$ cat config.mk
export PLATFORM = sky130hd
export DESIGN_NAME = typeb_frame_ser
export DESIGN_NICKNAME = d
export VERILOG_FILES = /design/src/rtl/typeb_ser_pkg.sv /design/src/rtl/typeb_bit_timer.sv /design/src/rtl/typeb_char_shift.sv /design/src/rtl/typeb_frame_seq.sv /design/src/rtl/typeb_frame_ser.sv
export SDC_FILE = /design/constraint.sdc
export NUM_CORES = 1
export LEC_CHECK = 0
export BUFFER_PORTS_ARGS = -buffer_cell sky130_fd_sc_hd__buf_4
export CORE_MARGIN = 3
export CORE_UTILIZATION = 25
export CTS_CLUSTER_DIAMETER = 40
export DETAILED_ROUTE_END_ITERATION = 8
export PLACE_DENSITY = 0.4
export SYNTH_ARGS = -nofsm -noshare
export SYNTH_HDL_FRONTEND = slang
export SYNTH_SLANG_ARGS = --single-unit
$ cat constraint.sdc
create_clock -name clk_i -period 3.08 [get_ports clk_i]
set_input_delay 0.308 -clock clk_i [delete_from_list [all_inputs] [get_ports clk_i]]
set_output_delay 0.308 -clock clk_i [all_outputs]
set_load 0.005 [all_outputs]
$ cat src/rtl/typeb_ser_pkg.sv
package typeb_ser_pkg;
  typedef enum logic [2:0] {
    PH_IDLE,
    PH_SYNC,
    PH_SOF_LO,
    PH_SOF_HI,
    PH_CHAR,
    PH_EOF_LO,
    PH_EOF_HI,
    PH_PAD
  } phase_e;

  localparam int CHAR_BITS = 10;
endpackage

$ cat src/rtl/typeb_bit_timer.sv
module typeb_bit_timer #(
  parameter int CYC_PER_BIT = 4
) (
  input  logic clk_i,
  input  logic rst_ni,
  input  logic run_i,
  input  logic hold_i,
  output logic bit_end_o
);
  localparam int CW = (CYC_PER_BIT > 1) ? $clog2(CYC_PER_BIT) : 1;
  localparam logic [CW-1:0] LAST = CW'(CYC_PER_BIT - 1);

  logic [CW-1:0] cyc_q;

  always_ff @(posedge clk_i or negedge rst_ni) begin
    if (!rst_ni) begin
      cyc_q <= '0;
    end else if (!run_i) begin
      cyc_q <= '0;
    end else if (cyc_q == LAST) begin
      if (!hold_i) cyc_q <= '0;
    end else begin
      cyc_q <= cyc_q + 1'b1;
    end
  end

  assign bit_end_o = run_i && (cyc_q == LAST) && !hold_i;
endmodule

$ cat src/rtl/typeb_char_shift.sv
module typeb_char_shift (
  input  logic       clk_i,
  input  logic       rst_ni,
  input  logic       load_i,
  input  logic [7:0] byte_i,
  input  logic       shift_i,
  output logic       bit_o
);
  // holds stop bit above the data bits; LSB is the bit on air
  logic [8:0] sh_q;

  always_ff @(posedge clk_i or negedge rst_ni) begin
    if (!rst_ni) begin
      sh_q <= '1;
    end else if (load_i) begin
      sh_q <= {1'b1, byte_i};
    end else if (shift_i) begin
      sh_q <= {1'b1, sh_q[8:1]};
    end
  end

  assign bit_o = sh_q[0];
endmodule

$ cat src/rtl/typeb_frame_seq.sv
module typeb_frame_seq
  import typeb_ser_pkg::*;
#(
  parameter int LEN_W       = 6,
  parameter int SYNC_BITS   = 20,
  parameter int SOF_LO_BITS = 10,
  parameter int SOF_HI_BITS = 2,
  parameter int EOF_LO_BITS = 10,
  parameter int EOF_HI_BITS = 2,
  parameter int GROUP_BITS  = 8
) (
  input  logic             clk_i,
  input  logic             rst_ni,
  input  logic             start_i,
  input  logic             tag_mode_i,
  input  logic [LEN_W-1:0] byte_count_i,
  input  logic             bit_end_i,
  input  logic             fire_i,
  input  logic             char_bit_i,
  output logic             busy_o,
  output logic             tag_o,
  output logic             need_byte_o,
  output logic             shift_o,
  output logic             done_o,
  output logic             frame_bit_o
);
  localparam int CNT_W = $clog2(SYNC_BITS + SOF_LO_BITS + EOF_LO_BITS + CHAR_BITS + 1);
  localparam int GW    = (GROUP_BITS > 1) ? $clog2(GROUP_BITS) : 1;
  localparam logic [GW-1:0] GRP_LAST = GW'(GROUP_BITS - 1);

  phase_e           phase_q, phase_d;
  logic [CNT_W-1:0] idx_q, last_idx;
  logic [LEN_W-1:0] rem_q;
  logic [GW-1:0]    grp_q;
  logic             tag_q, have_q, adv, grp_full;

  always_comb begin
    case (phase_q)
      PH_SYNC:   last_idx = CNT_W'(SYNC_BITS - 1);
      PH_SOF_LO: last_idx = CNT_W'(SOF_LO_BITS - 1);
      PH_SOF_HI: last_idx = CNT_W'(SOF_HI_BITS - 1);
      PH_CHAR:   last_idx = CNT_W'(CHAR_BITS - 1);
      PH_EOF_LO: last_idx = CNT_W'(EOF_LO_BITS - 1);
      PH_EOF_HI: last_idx = CNT_W'(EOF_HI_BITS - 1);
      default:   last_idx = '0;
    endcase
  end

  assign grp_full = (grp_q == GRP_LAST);
  assign adv = bit_end_i && ((phase_q == PH_PAD) ? grp_full : (idx_q == last_idx));

  always_comb begin
    case (phase_q)
      PH_SYNC:   phase_d = PH_SOF_LO;
      PH_SOF_LO: phase_d = PH_SOF_HI;
      PH_SOF_HI: phase_d = (rem_q == '0) ? PH_EOF_LO : PH_CHAR;
      PH_CHAR:   phase_d = (rem_q == LEN_W'(1)) ? PH_EOF_LO : PH_CHAR;
      PH_EOF_LO: phase_d = tag_q ? PH_EOF_HI : (grp_full ? PH_IDLE : PH_PAD);
      default:   phase_d = PH_IDLE;
    endcase
  end

  always_ff @(posedge clk_i or negedge rst_ni) begin
    if (!rst_ni) begin
      phase_q <= PH_IDLE;
      idx_q   <= '0;
      rem_q   <= '0;
      grp_q   <= '0;
      tag_q   <= 1'b0;
      have_q  <= 1'b0;
    end else if (phase_q == PH_IDLE) begin
      if (start_i) begin
        phase_q <= tag_mode_i ? PH_SYNC : PH_SOF_LO;
        tag_q   <= tag_mode_i;
        rem_q   <= byte_count_i;
        idx_q   <= '0;
        grp_q   <= '0;
        have_q  <= 1'b0;
      end
    end else begin
      if (fire_i) have_q <= 1'b1;
      if (bit_end_i) begin
        grp_q <= grp_q + 1'b1;
        if (adv) begin
          idx_q   <= '0;
          phase_q <= phase_d;
          if (phase_q == PH_CHAR) begin
            rem_q  <= rem_q - 1'b1;
            have_q <= 1'b0;
          end
        end else begin
          idx_q <= idx_q + 1'b1;
        end
      end
    end
  end

  always_comb begin
    case (phase_q)
      PH_SYNC, PH_SOF_HI, PH_EOF_HI, PH_PAD: frame_bit_o = 1'b1;
      PH_CHAR: frame_bit_o = (idx_q == '0) ? 1'b0 : char_bit_i;
      default: frame_bit_o = 1'b0;
    endcase
  end

  assign busy_o      = (phase_q != PH_IDLE);
  assign tag_o       = tag_q;
  assign need_byte_o = (phase_q == PH_CHAR) && (idx_q == '0) && !have_q;
  assign shift_o     = bit_end_i && (phase_q == PH_CHAR) && (idx_q != '0);
  assign done_o      = adv && (phase_d == PH_IDLE);
endmodule

$ cat src/rtl/typeb_frame_ser.sv
module typeb_frame_ser #(
  parameter int CYC_PER_BIT = 4,
  parameter int LEN_W       = 6,
  parameter int SYNC_BITS   = 20,
  parameter int SOF_LO_BITS = 10,
  parameter int SOF_HI_BITS = 2,
  parameter int EOF_LO_BITS = 10,
  parameter int EOF_HI_BITS = 2,
  parameter int GROUP_BITS  = 8
) (
  input  logic             clk_i,
  input  logic             rst_ni,
  input  logic             start_i,
  input  logic             tag_mode_i,
  input  logic [LEN_W-1:0] byte_count_i,
  input  logic [7:0]       data_i,
  input  logic             data_valid_i,
  output logic             data_ready_o,
  output logic             line_o,
  output logic             busy_o,
  output logic             done_o
);
  logic bit_end, fire, need_byte, hold, shift, char_bit, frame_bit, tag_q, busy;

  assign fire = need_byte && data_valid_i;
  assign hold = need_byte && !data_valid_i;

  typeb_bit_timer #(.CYC_PER_BIT(CYC_PER_BIT)) u_timer (
    .clk_i     (clk_i),
    .rst_ni    (rst_ni),
    .run_i     (busy),
    .hold_i    (hold),
    .bit_end_o (bit_end)
  );

  typeb_char_shift u_shift (
    .clk_i   (clk_i),
    .rst_ni  (rst_ni),
    .load_i  (fire),
    .byte_i  (data_i),
    .shift_i (shift),
    .bit_o   (char_bit)
  );

  typeb_frame_seq #(
    .LEN_W       (LEN_W),
    .SYNC_BITS   (SYNC_BITS),
    .SOF_LO_BITS (SOF_LO_BITS),
    .SOF_HI_BITS (SOF_HI_BITS),
    .EOF_LO_BITS (EOF_LO_BITS),
    .EOF_HI_BITS (EOF_HI_BITS),
    .GROUP_BITS  (GROUP_BITS)
  ) u_seq (
    .clk_i        (clk_i),
    .rst_ni       (rst_ni),
    .start_i      (start_i),
    .tag_mode_i   (tag_mode_i),
    .byte_count_i (byte_count_i),
    .bit_end_i    (bit_end),
    .fire_i       (fire),
    .char_bit_i   (char_bit),
    .busy_o       (busy),
    .tag_o        (tag_q),
    .need_byte_o  (need_byte),
    .shift_o      (shift),
    .done_o       (done_o),
    .frame_bit_o  (frame_bit)
  );

  // reader side drives an inverted line
  assign line_o       = busy && (tag_q ? frame_bit : !frame_bit);
  assign busy_o       = busy;
  assign data_ready_o = need_byte;
endmodule

==> impl_summary.md <==
Clock network
The total clock sinks is 30. TritonCTS built the clock tree. The number of gates resized after CTS was 0. No sink is reached through more buffers than the 2 on the longest clock path. The insertion delay to the later sink of the worst-skew pair is about 280 ps. The buffer type at the clock tree root is sky130_fd_sc_hd__clkbuf_8. The number of H-tree branching levels is 2. Counting the buffers created by CTS gives 5. Clock-pin slew was measured on the worst setup and hold paths at 70 ps.

GRT
The fraction of met3 tracks used by global routing is 2.965%. The first global-routing pass estimated roughly 8000 µm of wire. After global routing the overflow that remains totals 0. The global routing usage on met2 is approximately 18%. The number of global-route vias before repair is 1,647.

Entering global routing, the biggest net connects 31 pins. The all-layer global routing usage is between 10% and 20%. The global routing met1 resource utilization is between 10% and 20%. The number of antenna violations at the first check in global routing is 0. The routing layer with the top usage in global route is met2.

Power
The design draws between 0.0015 and 0.002 W. The power density of the placed cells is between 800 and 900 mW/mm². The static power due to leakage is between 0.9 and 1 nW. The peak ir drop on the vdd network is 0.2253 mV.

Critical path
The data arrival time of the worst path is roughly 2500 ps. The kind of capture point of the worst setup path is a primary output. On the worst path, the slowest cell contributes a delay of approximately 610 ps. The top fanout value on the critical path is 16. The type of the setup path with the least slack is flop to primary output. The critical-path cell with the highest stage delay is sky130_fd_sc_hd__dfrtp_1. The path depth of the worst reg2reg path is 6. The element type at the critical path start is a flop. The slack of the worst reg-to-reg path is 690 ps.

The data required time of the worst path is 2770 ps. The critical path goes through nor3b_1, mux2i_1, o21ai_2, o32ai_1, nand2_1, nor2_1, buf_4. The startpoint of the lowest-slack register-to-register path is u_seq.phase_q[2]. The worst register-to-register path ends at u_seq.rem_q[0].

Timing
The setup TNS is 0 ps. The final max-slew violation count is 0. Timing would allow up to between 0.3 and 0.4 GHz. Measured against its own limit, the worst slew margin works out to roughly 57%. The final setup skew is 5.828 ps. The period utilization is around nine tenths. Setup repair after global routing left no endpoint under its margin. At the pin with the least slew margin, the transition time is ~640 ps.

The routed design could run at a clock period as short as around 2800 ps. The total count of hold-check failures in the final report was 0. Setup violations remaining at the end of the flow were counted as 0. Hold timing on the final database bottoms out at a slack of approximately 270 ps.

Placement
During placement, the flow inserted port buffers numbering 22. The placed wire-length estimate is approximately 3500 µm. The congestion estimate from routability-driven global placement came to just over 0.8.

Synth
The cell area after technology mapping is between 0.0015 and 0.002 mm². Of all cell types, the one taking the most synthesized area is sky130_fd_sc_hd__dfrtp_1. The synthesized netlist contains 53 unique library cells.

The portion of synthesized cell area occupied by the leading cell type is between 20% and 30%. The fraction of the yosys area taken by sequential cells is 39.20%. The most used flip-flop cell after synthesis is sky130_fd_sc_hd__dfrtp_1. By area the synthesized netlist is led by sky130_fd_sc_hd__dfrtp_1 28%, sky130_fd_sc_hd__dfstp_2 11%, sky130_fd_sc_hd__nor2_1 4.6%, sky130_fd_sc_hd__ha_1 4.5%, sky130_fd_sc_hd__a21oi_1 4.1%. The number of nets in the synthesized netlist is 238.

The Yosys warning count is 0. The synthesized design contains 0 enable-type register cells. The number of instances in the synthesized netlist is between 200 and 250. The flip-flop and latch count after synthesis is 30. A synthesized cell averages about 9.2 µm². The share of synthesized flip-flops with an asynchronous set or reset is between 90% and 100%.

Die
The effective utilization at floorplan is a little over a quarter. The number of top-level pins is 23. The total number of placement rows is 31. The die extent in y is 94.11 µm. The total die area is 0.008856 mm². The core region is between 0.007 and 0.008 mm². From left edge to right edge, the die measures between 90 and 100 µm.

Outcome
The run finished with clean final reports.

Routing
The routed length per placed instance is approximately 14 µm. After detailed routing, the number of remaining DRC violations is 0. Summed over all layers, the routed wires come to about 4700 µm. The detailed-routing iteration count for the pre-antenna-repair pass is 4. The post-route antenna net violation count is 0. After the first detailed-routing iteration, the DRC count stood at 61. Summing over every cut layer, the via total after detailed routing is around 1,600. Dividing the detail-routed via count by the number of cells gives about 4.8.

Final layout
The commonest non-fill, non-tap cell in the layout is sky130_fd_sc_hd__nor2_1. At the end of the flow, the number of nets in the layout was 258. The count of antenna diodes in the layout is 0. The share of cells above drive strength 1 is 22.32%. The area growth from synthesis to layout is 16.18%. The top cell types in the final layout, fill and taps aside, are 24 x sky130_fd_sc_hd__nor2_1, 23 x sky130_fd_sc_hd__buf_4, 22 x sky130_fd_sc_hd__dfrtp_1, 19 x sky130_fd_sc_hd__nand2_1, 16 x sky130_fd_sc_hd__a21oi_1.

Hold path
The startpoint identified for the worst hold timing path is data_i[1]. The path class of the tightest hold or removal check is primary input to flop. Along the worst hold path, the cell count comes to 3. For hold timing, the worst endpoint is u_shift.sh_q[1].

Job
The number of max-cap violations is 0.
where the power goes:
part | total, W | switching (W) | internal (W) | leakage [nW]
registers | 0.000784 | 0.000196 | 0.000589 | 0.358
clock network | 0.000328 | 0.000148 | 0.000180 | 0.0482
logic | 0.000800 | 0.000439 | 0.000361 | 0.534
total | 0.00191 | 0.000783 | 0.00113 | 0.940
through the flow:
| stage | util (%) | std cells | setup slack (ps) | instance area (µm²) |
|---|---|---|---|---|
| 2_1_floorplan | - | 212 | 1159 | 1941 |
| 3_3_place_gp | 29.07 | 323 | 619.3 | 2153 |
| 3_5_place_dp | 29.07 | 323 | 597.3 | 2153 |
| 4_1_cts | 30.43 | 332 | 278.3 | 2255 |
| 5_1_grt | 30.43 | 332 | 46.33 | 2255 |
| 6_report | 30.43 | 332 | 300.3 | 2255 |
worst max-delay path: cells and delay by family, from the launching register on:
kind,cells,cell delay (ps)
flip-flops,1,610
AND/OR/NAND/NOR,3,760
AO/OA/AOI/OAI,2,430
multiplexers,1,260
buffers and inverters,1,130
sequential cells by signal, indices dropped and copies added (netlist names):
| register | flops |
|---|---|
| u_seq.grp_q | 3 |
| u_seq.have_q | 1 |
| u_seq.idx_q | 6 |
| u_seq.phase_q | 3 |
| u_seq.rem_q | 6 |
| u_seq.tag_o | 1 |
| u_shift.sh_q | 8 |
| u_timer.cyc_q | 2 |
cells by family (layout without fill, tap and decap cells):
family	after synthesis	after routing	synth area share [%]
simple gates	83	83	22.63
compound gates	56	56	20.76
flops	30	30	39.20
buf+inv	24	45	6.962
mux	8	8	4.127
fa+ha+maj	7	7	4.513
xor+xnor	4	4	1.806
cell usage after synthesis (all sizes together) (2+ instances only):
cell type and instances:
a211oi 3, a21oi 17, a22o 2, a31oi 2, and3 2, buf 9, clkbuf 2, dfrtp 22
dfstp 8, ha 7, inv 13, mux2i 8, nand2 20, nand2b 2, nand3 6, nand4 2
nor2 25, nor3 9, nor3b 4, nor4 5, o21ai 12, o22a 3, o22ai 2, o31ai 3
o32ai 2, or2 4, or4 2, xor2 3
repair_timing:
item                      in CTS  in global routing
buffers inserted               0                  0
hold buffers                   1                  0
hold endpoints to repair      22                  0
final cells by class:
cell class | instances | area, µm²
clock buffers | 7 | 86.33
clock inverters | 1 | 5.005
fillers | 803 | 5154
inverters | 13 | 51.30
multi-input cells | 158 | 1045
flip-flops and latches | 30 | 760.7
well taps | 99 | 123.9
repair buffers | 24 | 182.7
worst max-delay path by stage:
stage                                start      to  slack (ps)  cells past startpoint
final                     u_seq.phase_q[2]  done_o         300                      7
after global routing      u_seq.phase_q[2]  done_o          50                      7
after CTS                 u_seq.phase_q[2]  done_o         280                      7
after detailed placement  u_seq.phase_q[2]  done_o         600                      7
after global placement    u_seq.phase_q[2]  done_o         620                      7
after floorplan           u_seq.phase_q[1]  done_o        1160                      7
metal layers:
| metal | routed length [µm] | up-vias |
|---|---|---|
| li1 | - | 804 |
| met1 | 2253 | 753 |
| met2 | 2164 | 31 |
| met3 | 213 | 4 |
| met4 | 43 | 0 |
| met5 | 0 | - |
(Power assumes the default switching activity.)
